<file path="src/rtl/srdrv_pkg.sv">
package srdrv_pkg;
    localparam int GRP_W  = 8;
    localparam int NGRP   = 3;
    localparam int WORD_W = GRP_W * NGRP;
    localparam int DSL_N  = 2;
    localparam int PHY_N  = 3;
    localparam int DSL_LO = 0;
    localparam int PA_LO  = DSL_LO + DSL_N;
    localparam int PB_LO  = PA_LO + PHY_N;
    localparam int PB_HI  = PB_LO + PHY_N;

    localparam logic [1:0] ADDR_IMG  = 2'd0;
    localparam logic [1:0] ADDR_CFG  = 2'd1;
    localparam logic [1:0] ADDR_STAT = 2'd2;

    typedef struct packed {
        logic             rise;
        logic [PHY_N-1:0] pb_en;
        logic [PHY_N-1:0] pa_en;
        logic [DSL_N-1:0] dsl_en;
        logic [NGRP-1:0]  grp;
    } cfg_t;

    localparam int CFG_W = $bits(cfg_t);

    typedef enum logic [1:0] {S_IDLE, S_SHIFT, S_STORE} ser_state_t;
endpackage

</file>
<file path="src/rtl/srdrv_regs.sv">
module srdrv_regs
    import srdrv_pkg::*;
#(
    parameter logic [WORD_W-1:0] SHADOW_INIT = '1,
    parameter logic [NGRP-1:0]   GROUP_INIT  = '1
) (
    input  logic              clk,
    input  logic              rst_n,
    input  logic              wr,
    input  logic [1:0]        addr,
    input  logic [31:0]       wdata,
    input  logic              busy,
    output logic [WORD_W-1:0] shadow,
    output cfg_t              cfg,
    output logic [31:0]       rdata
);
    typedef struct packed {
        logic [WORD_W-1:0] shadow;
        cfg_t              cfg;
    } reg_st_t;

    reg_st_t d, q;

    always_comb begin
        d = q;
        if (wr) begin
            case (addr)
                ADDR_IMG: d.shadow = wdata[WORD_W-1:0];
                ADDR_CFG: d.cfg    = cfg_t'(wdata[CFG_W-1:0]);
                default:  ;
            endcase
        end
    end

    always_ff @(posedge clk or negedge rst_n) begin
        if (!rst_n) begin
            q.shadow <= SHADOW_INIT;
            q.cfg    <= '{rise: 1'b0, pb_en: '0, pa_en: '0, dsl_en: '0, grp: GROUP_INIT};
        end else begin
            q <= d;
        end
    end

    always_comb begin
        case (addr)
            ADDR_IMG:  rdata = 32'(q.shadow);
            ADDR_CFG:  rdata = 32'(q.cfg);
            ADDR_STAT: rdata = {31'b0, busy};
            default:   rdata = '0;
        endcase
    end

    assign shadow = q.shadow;
    assign cfg    = q.cfg;

    // the image register only moves on a write to its address
    p_img_hold_r2: assert property (@(posedge clk) disable iff (!rst_n)
        !(wr && addr == ADDR_IMG) |=> $stable(q.shadow));
endmodule

</file>
<file path="src/rtl/srdrv_mux.sv">
module srdrv_mux
    import srdrv_pkg::*;
(
    input  logic [WORD_W-1:0] shadow,
    input  cfg_t              cfg,
    input  logic [DSL_N-1:0]  dsl,
    input  logic [PHY_N-1:0]  pa,
    input  logic [PHY_N-1:0]  pb,
    output logic [WORD_W-1:0] word
);
    for (genvar i = 0; i < WORD_W; i++) begin : g_bit
        if (i < PA_LO) begin : g_dsl
            assign word[i] = cfg.dsl_en[i-DSL_LO] ? dsl[i-DSL_LO] : shadow[i];
        end else if (i < PB_LO) begin : g_pa
            assign word[i] = cfg.pa_en[i-PA_LO] ? pa[i-PA_LO] : shadow[i];
        end else if (i < PB_HI) begin : g_pb
            assign word[i] = cfg.pb_en[i-PB_LO] ? pb[i-PB_LO] : shadow[i];
        end else begin : g_sw
            assign word[i] = shadow[i];
        end
    end
endmodule

</file>
<file path="src/rtl/srdrv_ser.sv">
module srdrv_ser
    import srdrv_pkg::*;
#(
    parameter int                CLK_DIV     = 4,
    parameter logic [WORD_W-1:0] SHADOW_INIT = '1,
    parameter logic [NGRP-1:0]   GROUP_INIT  = '1
) (
    input  logic              clk,
    input  logic              rst_n,
    input  logic [WORD_W-1:0] word,
    input  logic [NGRP-1:0]   grp,
    input  logic              rise,
    output logic              sh_data,
    output logic              sh_clk,
    output logic              sh_store,
    output logic              busy
);
    localparam int DIV_W = (CLK_DIV > 2) ? $clog2(CLK_DIV) : 1;
    localparam int CNT_W = $clog2(WORD_W);
    localparam logic [DIV_W-1:0] DIV_LAST = DIV_W'(CLK_DIV - 1);
    localparam logic [DIV_W-1:0] DIV_HALF = DIV_W'(CLK_DIV / 2);

    typedef struct packed {
        ser_state_t        st;
        logic [DIV_W-1:0]  div;
        logic [CNT_W-1:0]  left;
        logic [WORD_W-1:0] sreg;
        logic [WORD_W-1:0] sent;
        logic [NGRP-1:0]   sent_grp;
        logic              rise_r;
    } ser_st_t;

    ser_st_t d, q;

    logic [WORD_W-1:0] frame_pk;
    logic [CNT_W:0]    frame_bits;

    always_comb begin
        int k;
        k = 0;
        frame_pk = '0;
        for (int g = NGRP - 1; g >= 0; g--) begin
            if (grp[g]) begin
                frame_pk[WORD_W-1-GRP_W*k -: GRP_W] = word[GRP_W*g +: GRP_W];
                k++;
            end
        end
        frame_bits = (CNT_W+1)'(GRP_W * k);
    end

    always_comb begin
        d = q;
        case (q.st)
            S_IDLE: begin
                d.rise_r = rise;
                d.div    = '0;
                if (grp != '0 && (word != q.sent || grp != q.sent_grp)) begin
                    d.st       = S_SHIFT;
                    d.sreg     = frame_pk;
                    d.left     = CNT_W'(frame_bits - 1'b1);
                    d.sent     = word;
                    d.sent_grp = grp;
                end
            end
            S_SHIFT: begin
                if (q.div == DIV_LAST) begin
                    d.div = '0;
                    if (q.left == '0) begin
                        d.st = S_STORE;
                    end else begin
                        d.left = q.left - 1'b1;
                        d.sreg = q.sreg << 1;
                    end
                end else begin
                    d.div = q.div + 1'b1;
                end
            end
            S_STORE: begin
                if (q.div == DIV_LAST) begin
                    d.div = '0;
                    d.st  = S_IDLE;
                end else begin
                    d.div = q.div + 1'b1;
                end
            end
            default: d.st = S_IDLE;
        endcase
    end

    always_ff @(posedge clk or negedge rst_n) begin
        if (!rst_n) begin
            q.st       <= S_IDLE;
            q.div      <= '0;
            q.left     <= '0;
            q.sreg     <= '0;
            q.sent     <= SHADOW_INIT;
            q.sent_grp <= GROUP_INIT;
            q.rise_r   <= 1'b0;
        end else begin
            q <= d;
        end
    end

    logic phase;
    assign phase    = (q.st == S_SHIFT) && (q.div >= DIV_HALF);
    assign sh_clk   = q.rise_r ? phase : ~phase;
    assign sh_data  = q.sreg[WORD_W-1];
    assign sh_store = (q.st == S_STORE);
    assign busy     = (q.st != S_IDLE);

    // serial data holds for the whole bit
    p_data_stable_r5: assert property (@(posedge clk) disable iff (!rst_n)
        (q.st == S_SHIFT && q.div != '0) |-> $stable(sh_data));

    // store pulse begins only right after shifting
    p_store_after_shift_r6: assert property (@(posedge clk) disable iff (!rst_n)
        $rose(sh_store) |-> $past(q.st == S_SHIFT));

    // shift clock rests during the store pulse
    p_clk_rest_store_r6: assert property (@(posedge clk) disable iff (!rst_n)
        sh_store |-> (sh_clk == !q.rise_r));

    // the captured word is held while a frame is in flight
    p_frame_held_r8: assert property (@(posedge clk) disable iff (!rst_n)
        (busy && $past(busy)) |-> $stable(q.sent));
endmodule

</file>
<file path="src/rtl/sr_cascade_drv.sv">
module sr_cascade_drv
    import srdrv_pkg::*;
#(
    parameter int                CLK_DIV     = 4,
    parameter logic [WORD_W-1:0] SHADOW_INIT = 24'hFFFFFF,
    parameter logic [NGRP-1:0]   GROUP_INIT  = 3'b111
) (
    input  logic        clk,
    input  logic        rst_n,
    input  logic        reg_wr,
    input  logic [1:0]  reg_addr,
    input  logic [31:0] reg_wdata,
    output logic [31:0] reg_rdata,
    input  logic [1:0]  dsl_stat,
    input  logic [2:0]  phy_a_stat,
    input  logic [2:0]  phy_b_stat,
    output logic        sh_data,
    output logic        sh_clk,
    output logic        sh_store
);
    logic [WORD_W-1:0] shadow, word;
    cfg_t              cfg;
    logic              busy;

    srdrv_regs #(.SHADOW_INIT(SHADOW_INIT), .GROUP_INIT(GROUP_INIT)) u_regs (
        .clk(clk), .rst_n(rst_n), .wr(reg_wr), .addr(reg_addr), .wdata(reg_wdata),
        .busy(busy), .shadow(shadow), .cfg(cfg), .rdata(reg_rdata)
    );

    srdrv_mux u_mux (
        .shadow(shadow), .cfg(cfg), .dsl(dsl_stat), .pa(phy_a_stat),
        .pb(phy_b_stat), .word(word)
    );

    srdrv_ser #(.CLK_DIV(CLK_DIV), .SHADOW_INIT(SHADOW_INIT), .GROUP_INIT(GROUP_INIT)) u_ser (
        .clk(clk), .rst_n(rst_n), .word(word), .grp(cfg.grp), .rise(cfg.rise),
        .sh_data(sh_data), .sh_clk(sh_clk), .sh_store(sh_store), .busy(busy)
    );
endmodule

</file>
<file path="config.mk">
export PLATFORM = sky130hd
export DESIGN_NAME = sr_cascade_drv
export DESIGN_NICKNAME = d
export VERILOG_FILES = /design/src/rtl/srdrv_pkg.sv /design/src/rtl/srdrv_regs.sv /design/src/rtl/srdrv_mux.sv /design/src/rtl/srdrv_ser.sv /design/src/rtl/sr_cascade_drv.sv
export SDC_FILE = /design/constraint.sdc
export NUM_CORES = 1
export LEC_CHECK = 0
export BUFFER_PORTS_ARGS = -buffer_cell sky130_fd_sc_hd__buf_4
export CORE_ASPECT_RATIO = 0.8
export CORE_MARGIN = 2
export CORE_UTILIZATION = 24
export CTS_BUF_LIST = sky130_fd_sc_hd__clkbuf_2
export DETAILED_ROUTE_END_ITERATION = 6
export PLACE_DENSITY_LB_ADDON = 0.25
export RECOVER_POWER = 100
export SYNTH_ARGS = -nofsm -noshare
export SYNTH_HDL_FRONTEND = slang
export SYNTH_SLANG_ARGS = --single-unit
</file>
<file path="constraint.sdc">
create_clock -name clk -period 2.85 [get_ports clk]
set_input_delay 0.4275 -clock clk [delete_from_list [all_inputs] [get_ports clk]]
set_output_delay 0.4275 -clock clk [all_outputs]
set_load 0.02 [all_outputs]
</file>
==> impl_metrics.yaml, run 1 <==
placed_design:
  dp_hpwl_mm: 10.2
  io_buffers: 63
  gp_congestion: 0.805
  placed_cell_area_sq_um: 6390
synthesis:
  synth_top_area_cell: "dfstp_2"
  ys_top_cells_by_area: "dfstp_2 26%, mux2_2 20%, dfrtp_1 20%"
  synth_top_area_share_pct: 26.3
  synth_cell_types: 42
  syn_inst: 479
  synth_seq_cells: 97
  synth_ff_type: "dfstp_2"
  synthArstFlopShare_pct: 100
  synth-edff-count: 0
  yosysSeqAreaShare_pct: 46.2
  synth.avg_cell_area_sq_um: 11.3
  yosysWarnings: 0
  netlist_area_sq_um: 5400
power_and_ir_drop:
  switching_share_pct: 37.0
  seqPwrFrac_pct: 40.7
  p_comb_share_pct: 45.6
  p_leak_nw: 2.80
  p_int_w: 0.00369
  pwr-share-clk_pct: 13.7
  power_density_nw_per_um2: 869
  p_switching_w: 0.00217
  ir_drop_mv: 0.271
timing:
  slew_headroom_pct: 12.3
  slew_violations: 0
  whs_ns: 0.257
  setup-tns-final_ns: 0
  max_freq_mhz: 373
  worst_pin_slew_ns: 1.32
  layout_min_cycle_time_ns: 2.68
  setup_viol: 0
  timing.final.crit_share_pct: 94.0
  fin_skew_ns: 0.0500
  rsz0062_at_grt: "false"
  hold_viol_final: 0
grt:
  antenna_found_initial: 1
  grt_pass1_vias: 3895
  grt_pass1_wl_mm: 21.5
  grt_max_degree: 51
  grt_usage_pct: 11.8
  grt-ovfl-total: 0
worst_setup_path:
  path_cells: "mux2_2, xnor2_1, nand3_1, nor4_2, buf_8, nor2_2, buf_12, mux2_2"
  critPathKind: "reg -> reg"
  cp.required_ns: 3.39
  endpoint_kind: "flip-flop"
  cp_slowest_cell: "nor4_2"
  worstPathMaxFanout: 35
  critPathLaunchType: "flip-flop"
  critPathArrivalTime_ns: 3.22
  cp_common_cell: "mux2_2"
  cpPeakStageDelay_ns: 0.56
cells_and_area:
  final_cell_mix: "96 x mux2_2, 79 x buf_4, 47 x dfstp_2"
  areaGrowthSynthToFinish_pct: 25.0
  num-nets-final: 640
  layout-drive-gt1-share_pct: 42.6
  stdcell_area_sq_um: 6740
  final_common_cell: "mux2_2"
  utilization_pct: 30.3
clock_network:
  cts_buffer_depth: 2
  clk_latency_ns: 0.61
  cts_sinks: 97
  cts-root-buf: "clkbuf_2"
  cts_tree: "built"
  htreeDepth: 3
  clkTransAtPathRegs_ns: 0.30
  numCtsBuffers: 9
run:
  max_cap_viol_count: 0
floorplanning:
  fp.dieArea_sq_um: 23700
  die_w_um: 172
  core_area_sq_um: 22300
  die_y_um: 138
  pin_count: 80
  initial_core_util_pct: 24.2
  num_rows: 49
outcome:
  status: "completed"
detailed_routing:
  viasPerCell: 4.41
  drc: 0
  vias: 3953
  wl_per_cell_um: 15.7
  antenna_left: 0
  postRouteWirelength_mm: 14.1
  drt_pass1_iterations: 5
  drt_iter0_markers: 203
min_path:
  hold_class: "in -> reg"
-- power groups by stage --
| stage | sequential [W] | combinational, W | clock (W) |
|---|---|---|---|
| after floorplan | 0.00235 | 0.00186 | 0 |
| after global placement | 0.00240 | 0.00261 | 0 |
| after detailed placement | 0.00242 | 0.00266 | 0 |
| after CTS | 0.00239 | 0.00269 | 0.000845 |
| after global routing | 0.00245 | 0.00293 | 0.000893 |
| final | 0.00238 | 0.00267 | 0.000802 |
-- final cells by class --
| cell class | count | area [sq um] |
|---|---|---|
| multi-input combinational | 342 | 2700 |
| sequential | 97 | 2490 |
| antenna | 1 | 2.50 |
| timing repair buffer | 122 | 967 |
| inverter | 12 | 45.0 |
| clock buffer | 9 | 45.0 |
| clock inverter | 7 | 101 |
| tap | 306 | 383 |
| fill | 2312 | 15500 |
-- repair_timing --
action                     4_1_cts  5_1_grt
hold buffers                    24        1
hold endpoints to repair        55        1
setup endpoints to repair        0       50
setup buffers                    0        3
resized for setup                0        3
-- state kept, by name (all words and copies together), names as in the netlist --
name,count
u_ser.q,60
u_regs.shadow,24
u_ser.sh_data,1
u_regs.cfg,12
-- final timing paths --
| path | from | to | slack (ns) | cells past startpoint |
|---|---|---|---|---|
| setup / recovery | u_regs.cfg[3] | u_ser.q[23] | 0.17 | 8 |
| hold / removal | phy_b_stat[2] | u_ser.q[11] | 0.26 | 3 |
| setup reg to reg | u_regs.cfg[3] | u_ser.q[23] | 0.17 | 8 |
| hold reg to reg | u_ser.q[45] | u_ser.q[45] | 0.53 | 1 |
| max in group asynchronous | rst_n | u_ser.q[45] | 0.41 | 3 |
| min in group asynchronous | rst_n | u_regs.cfg[9] | 0.58 | 2 |
-- layer usage --
layer,up-vias,wire length (um),track usage (%)
li1,1888,-,-
met1,1954,7390,17.9
met2,99,5860,16.9
met3,12,677,2.78
met4,0,130,2.90
met5,-,0,0
-- synthesized netlist by cell type (all sizes together) (3+ instances only) --
cell type,instances
o22ai,5
a31oi,3
clkbuf,18
nor4,7
nand2b,3
o31ai,8
nand2,42
xor2,20
dfrtp,43
and2,17
buf,17
a211oi,3
nor2b,4
nand3,10
o21ai,21
mux2i,13
nor3,6
a22oi,14
mux2,99
a21oi,5
inv,12
dfstp,54
xnor2,11
ha,11
o2bb2ai,7
nor2,16
-- cell families (layout without fill, tap and decap cells) --
kind of cell | Yosys count | count (layout) | share of synthesized area [%]
muxes | 112 | 112 | 23.1
buffers and inverters | 47 | 150 | 3.99
other | 1 | 9 | 0.0695
xor gates and xnor gates | 31 | 31 | 5.03
AOI/OAI and AO/OA | 70 | 70 | 8.84
and+or+nand+nor | 110 | 110 | 10.1
DFF | 97 | 97 | 46.2
adders and majority gates | 11 | 11 | 2.55
-- metrics by stage --
stage / setup slack (ns) / total power (W) / cells
final: 0.172 / 0.00586 / 896
after global routing: 0.0139 / 0.00627 / 896
after CTS: 0.0236 / 0.00593 / 891
after detailed placement: 0.0847 / 0.00508 / 851
after global placement: 0.131 / 0.00501 / 851
after floorplan: 0.265 / 0.00421 / 486
-- critical path, delay by kind of cell, from the launching register on --
| family | cells | cell delay, ns |
|---|---|---|
| flops | 1 | 0.50 |
| xor+xnor | 1 | 0.15 |
| buf+inv | 2 | 0.47 |
| mux | 2 | 0.71 |
| simple gates | 3 | 0.77 |
Note: power is estimated with default switching activity, not from simulation.
==> inputs of run 2 (changes only) <==
--- a/config.mk
+++ b/config.mk
@@ -5,6 +5,7 @@
 export SDC_FILE = /design/constraint.sdc
 export NUM_CORES = 1
 export LEC_CHECK = 0
+export ABC_AREA = 1
 export BUFFER_PORTS_ARGS = -buffer_cell sky130_fd_sc_hd__buf_4
 export CORE_ASPECT_RATIO = 0.8
 export CORE_MARGIN = 2
==> run 2 against run 1 <==
Against the previous run: global-route usage increased by 1.6 points; hold slack got worse by 0.033 ns; total power shrank 7.5%; largest power group unchanged.
==> impl_metrics.yaml, run 2 <==
outcome:
  status: "completed"
cells_and_area:
  regMostFlops: "u_ser.q"
  num-nets-final: 911
  multi_input_area_sq_um: 2510
  final_common_cell: "nand2_1"
  areaGrowthSynthToFinish_pct: 19.4
  top_regs: "u_ser.q: 60 flops, u_regs.shadow: 24 flops, u_regs.cfg: 12 flops"
  final_cell_mix: "309 x nand2_1, 84 x inv_1, 77 x o21ai_0"
  largest_reg_flops: 60
  layout-drive-gt1-share_pct: 12.4
  final_cells: 1171
  fill_cells: 2536
  register_area_sq_um: 2490
run:
  max_cap_viol_count: 0
worst_setup_path:
  cp_common_cell: "inv_1"
  worstPathMaxFanout: 5
  cp_slowest_cell: "dfrtp_1"
  critPathLaunchType: "flip-flop"
  critPathKind: "reg -> out"
  r2r-start: "u_regs.cfg[1]"
  path_delay_family: "buffers and inverters"
  critPathArrivalTime_ns: 2.09
  rr_worst_depth: 13
  cp.required_ns: 2.42
  cp_num_buf_inv: 3
  r2r-end: "u_ser.q[8]"
  path_cells: "inv_1, ha_1, inv_1, nand3_1, o221ai_1, clkbuf_1"
  cpPeakStageDelay_ns: 0.47
  r2r_slack_ns: 0.35
  endpoint_kind: "primary output"
timing:
  whs_ns: 0.224
  hold_viol_final: 0
  rsz0062_at_grt: "false"
  worst_pin_slew_ns: 1.27
  slew_headroom_pct: 15.2
  max_freq_mhz: 397
  fin_skew_ns: 0.0245
  slew_violations: 0
  setup_viol: 0
  timing.final.crit_share_pct: 88.4
  setup-tns-final_ns: 0
  layout_min_cycle_time_ns: 2.52
grt:
  grt_usage_pct: 13.4
  grt_max_degree: 56
  grt_pass1_wl_mm: 25.6
  antenna_found_initial: 1
  grt_pass1_vias: 4684
  grt-ovfl-total: 0
floorplanning:
  pin_count: 80
  die_y_um: 140
  num_rows: 49
  core_area_sq_um: 22600
  fp.dieArea_sq_um: 24400
  initial_core_util_pct: 24.6
  die_w_um: 174
synthesis:
  syn_inst: 774
  synth_most_common_cell: "nand2_1"
  synth_top_area_share_pct: 25.5
  synth_commonest_cells: "307 x nand2_1, 84 x inv_1, 60 x o21ai_0"
  synth_top_area_cell: "dfstp_2"
  synth.avg_cell_area_sq_um: 7.18
  synth_cell_types: 29
  synth-edff-count: 0
  yosysSeqAreaShare_pct: 44.9
  yosysWarnings: 0
  netlist_area_sq_um: 5560
  synthArstFlopShare_pct: 100
  ys_top_cells_by_area: "dfstp_2 26%, nand2_1 21%, dfrtp_1 19%"
  synth_ff_type: "dfstp_2"
  synth_seq_cells: 97
placed_design:
  gp_congestion: 0.830
  place_inst: 1125
  io_buffers: 63
  dp_hpwl_mm: 11.4
clock_network:
  htreeDepth: 3
  clkTransAtPathRegs_ns: 0.27
  cts-root-buf: "clkbuf_2"
  postCtsSetupBuffers: 0
  numCtsBuffers: 9
  cts_sinks: 97
  ctsResizeCount: 0
  cts_tree: "built"
  cts_buffer_depth: 2
  clk_latency_ns: 0.62
  holdBufCountCts: 24
detailed_routing:
  wl_per_cell_um: 13.4
  drt_iter0_markers: 483
  drt_pass1_iterations: 5
  viasPerCell: 4.32
  antenna_left: 0
  postRouteWirelength_mm: 15.7
  drc: 0
  vias: 5059
min_path:
  hold_class: "in -> reg"
  hold_end: "u_ser.q[4]"
  hp-start: "dsl_stat[0]"
  hold_path_depth: 5
power_and_ir_drop:
  power_density_nw_per_um2: 817
  power.total_w: 0.00542
  ir_drop_mv: 0.425
  p_leak_nw: 3.29
[run 2: changes by cell type after synthesis, moves of 17 or more]
cell,change
nand2_1,+265
mux2_2,-96
inv_1,+72
o21ai_0,+39
nor2_1,+35
nand4_1,+27
o21ai_1,+21
xor2_1,-17
[run 2: routing by layer]
| metal | track usage (%) | wire length (um) | up-vias |
|---|---|---|---|
| li1 | - | - | 2591 |
| met1 | 21.1 | 8690 | 2347 |
| met2 | 18.3 | 6300 | 110 |
| met3 | 2.80 | 583 | 11 |
| met4 | 3.18 | 136 | 0 |
| met5 | 0 | 0 | - |
[run 2: area by class of cell]
type | instances | share of cell area [%]
diodes | 5 | 0.189
clock buffers | 10 | 0.754
clock inverters | 6 | 1.60
inverters | 89 | 5.03
multi-input cells | 554 | 37.9
flip-flops and latches | 97 | 37.6
well taps | 306 | 5.77
repair buffers | 104 | 11.2
[run 2: cell families (layout without fill, tap and decap cells)]
| kind of cell | Yosys count | count (layout) | synth area share (%) |
|---|---|---|---|
| buffers and inverters | 130 | 209 | 10.2 |
| DFF | 97 | 97 | 44.9 |
| other | 1 | 13 | 0.0675 |
| and+or+nand+nor | 409 | 409 | 29.9 |
| AOI/OAI and AO/OA | 117 | 117 | 11.1 |
| xor gates and xnor gates | 9 | 9 | 1.42 |
| adders and majority gates | 11 | 11 | 2.48 |
[run 2: tightest hold or removal path: stages]
cell and delay (ns):
buf_4 0.11, nand2_1 0.05, o21ai_1 0.12, nand2_1 0.08, o21ai_0 0.07
[run 2: power breakdown]
group          internal (W)  switching (W)  total, W  leakage (nW)
sequential          0.00195       0.000272   0.00222          1.12
clock              0.000376       0.000489  0.000865        0.0896
combinational      0.000769        0.00157   0.00234          2.07
[run 2: through the flow]
| step | area [sq um] | setup slack (ns) | util (%) |
|---|---|---|---|
| after floorplan | 5580 | 0.834 | - |
| after global placement | 6360 | 0.648 | 28.1 |
| after detailed placement | 6360 | 0.652 | 28.1 |
| after CTS | 6750 | 0.275 | 29.9 |
| after global routing | 6640 | 0.0646 | 29.3 |
| final | 6640 | 0.331 | 29.3 |
[run 2: worst max-delay path by stage]
stage                      start           end  slack (ns)  depth (start not counted)
6_report             u_ser.q[59]  reg_rdata[0]        0.33                          6
4_1_cts              u_ser.q[59]  reg_rdata[0]        0.27                          6
3_5_place_dp       u_regs.cfg[2]   u_ser.q[56]        0.65                         11
5_1_grt            u_regs.cfg[1]   u_ser.q[22]        0.06                         13
3_3_place_gp   u_regs.shadow[19]   u_ser.q[36]        0.65                         14
2_1_floorplan      u_regs.cfg[2]   u_ser.q[28]        0.83                          9
==> inputs of run 3 (changes only) <==
--- a/config.mk
+++ b/config.mk
@@ -12,6 +12,7 @@
 export CORE_UTILIZATION = 24
 export CTS_BUF_LIST = sky130_fd_sc_hd__clkbuf_2
 export DETAILED_ROUTE_END_ITERATION = 6
+export HOLD_SLACK_MARGIN = 0.03
 export PLACE_DENSITY_LB_ADDON = 0.25
 export RECOVER_POWER = 100
 export SYNTH_ARGS = -nofsm -noshare
==> constraint.sdc (replaced) <==
create_clock -name clk -period 3.1 [get_ports clk]
set_input_delay 0.465 -clock clk [delete_from_list [all_inputs] [get_ports clk]]
set_output_delay 0.465 -clock clk [all_outputs]
set_load 0.02 [all_outputs]
==> run 3 against run 2 <==
Against the previous run: sequential power is 8% lower; global-route usage is 0.39 points lower; non-clock buffer count is 8 lower; total power is 13% lower; flip-flop and latch count stayed put; sequential share of layout area is 0.61 points higher; routed wire length is 0.71% lower; via count is 1.3% lower; critical path depth is 6 higher; hold slack worse by 0.14 ns.
==> impl_metrics.yaml, run 3 (synthesis results as in run 2) <==
outcome:
  status: "completed"
worst_setup_path:
  path_cells: "inv_1, o21ai_0, inv_1, nand2_1, nand4_1, nor2_2, nand2_4, nand2_4, nand2_2, nand2_2, nand2_1, nand2_1"
  critPathLaunchType: "flip-flop"
  cp_num_buf_inv: 2
  path_delay_family: "simple AND/OR/NAND/NOR gates"
  r2r_slack_ns: 0.39
  r2r-start: "u_regs.shadow[7]"
  critPathKind: "reg -> reg"
  rr_worst_depth: 12
  cp_slowest_cell: "dfstp_2"
  r2r-end: "u_ser.q[38]"
  cp.required_ns: 3.68
  cpPeakStageDelay_ns: 0.59
  endpoint_kind: "flip-flop"
  critPathArrivalTime_ns: 3.29
  worstPathMaxFanout: 29
  cp_common_cell: "nand2_1"
detailed_routing:
  antenna_left: 0
  drc: 0
  viasPerCell: 4.30
  postRouteWirelength_mm: 15.6
  wl_per_cell_um: 13.4
  drt_pass1_iterations: 6
  vias: 4992
  drt_iter0_markers: 339
timing:
  setup-tns-final_ns: 0
  max_freq_mhz: 370
  setup_viol: 0
  slew_headroom_pct: 11.6
  fin_ws_ns: 0.394
  rsz0062_at_grt: "false"
  slew_violations: 0
  layout_min_cycle_time_ns: 2.71
  timing.final.crit_share_pct: 87.3
  worst_pin_slew_ns: 1.33
  hold_viol_final: 0
  fin_skew_ns: 0.0263
power_and_ir_drop:
  p_leak_nw: 3.28
  ir_drop_mv: 0.207
  pwr-share-clk_pct: 11.7
  p_comb_share_pct: 44.7
  p_int_w: 0.00256
  switching_share_pct: 45.5
  power.total_w: 0.00470
  power_density_nw_per_um2: 720
  p_switching_w: 0.00214
  seqPwrFrac_pct: 43.6
min_path:
  hold_path_depth: 3
  hold_class: "in -> reg"
  hp-start: "reg_wdata[2]"
  hold_end: "u_regs.shadow[2]"
floorplanning:
  die_y_um: 140
  fp.dieArea_sq_um: 24400
  initial_core_util_pct: 24.6
  num_rows: 49
  core_area_sq_um: 22600
  die_w_um: 174
  pin_count: 80
cells_and_area:
  largest_reg_flops: 60
  utilization_pct: 28.9
  layout-drive-gt1-share_pct: 14.1
  stdcell_area_sq_um: 6530
  final_common_cell: "nand2_1"
  regMostFlops: "u_ser.q"
  areaGrowthSynthToFinish_pct: 17.5
  final_cell_mix: "307 x nand2_1, 85 x inv_1, 79 x o21ai_0"
  top_regs: "u_ser.q: 60 flops, u_regs.shadow: 24 flops, u_regs.cfg: 12 flops"
  num-nets-final: 903
clock_network:
  holdBufCountCts: 21
  cts_tree: "built"
  cts_sinks: 97
  clk_latency_ns: 0.62
  numCtsBuffers: 9
  ctsResizeCount: 0
  cts-root-buf: "clkbuf_2"
  clkTransAtPathRegs_ns: 0.26
  htreeDepth: 3
  cts_buffer_depth: 2
  postCtsSetupBuffers: 0
placed_design:
  dp_slack_ns: 0.700
  gp_congestion: 0.824
  placed_cell_area_sq_um: 6310
  io_buffers: 63
  dp_hpwl_mm: 11.4
run:
  max_cap_viol_count: 0
grt:
  antenna_found_initial: 1
  grt-ovfl-total: 0
  grt_pass1_vias: 4646
  grt_max_degree: 49
  grt_usage_pct: 13.0
  grt_pass1_wl_mm: 25.0
-- run 3: worst min-delay path, stage by stage --
cell	delay, ns
buf_4	0.10
inv_1	0.07
o21ai_0	0.08
-- run 3: how the worst max path moves through the flow --
stage / startpoint / end / slack (ns) / cells past startpoint
6_report: u_regs.shadow[7] / u_ser.q[38] / 0.39 / 12
5_1_grt: u_regs.shadow[7] / u_ser.q[36] / 0.22 / 12
4_1_cts: u_ser.q[59] / reg_rdata[0] / 0.46 / 6
3_5_place_dp: u_regs.shadow[7] / u_ser.q[37] / 0.70 / 12
3_3_place_gp: u_regs.shadow[7] / u_ser.q[42] / 0.75 / 12
2_1_floorplan: u_regs.cfg[2] / u_ser.q[28] / 1.08 / 9
-- run 3: layer usage --
layer	part of all wire [%]	track usage, %	vias to the layer above
met5	0	0	-
met4	0.94	2.92	0
met3	5.2	2.77	12
met2	40	18.1	120
met1	54	20.3	2285
li1	-	-	2575
-- run 3: area by class of cell --
type | instances | area, sq um
Fill cell | 2499 | 16100
Multi-Input combinational cell | 554 | 2520
Sequential cell | 97 | 2490
Timing Repair Buffer | 96 | 704
Tap cell | 306 | 383
Inverter | 89 | 334
Clock buffer | 10 | 50.0
Clock inverter | 6 | 33.8
Antenna cell | 2 | 5.00
-- run 3: stage by stage --
stage,std cells,hold slack (ns)
2_1_floorplan,781,0.169
3_3_place_gp,1121,0.464
4_1_cts,1158,0.0401
5_1_grt,1160,0.0524
3_5_place_dp,1121,0.465
6_report,1160,0.0820
-- run 3: power groups by stage --
stage,sequential [W],combinational [W],clock (W)
6_report,0.00205,0.00210,0.000550
5_1_grt,0.00210,0.00240,0.000639
4_1_cts,0.00206,0.00219,0.000591
3_5_place_dp,0.00208,0.00216,0
3_3_place_gp,0.00207,0.00215,0
2_1_floorplan,0.00202,0.00166,0
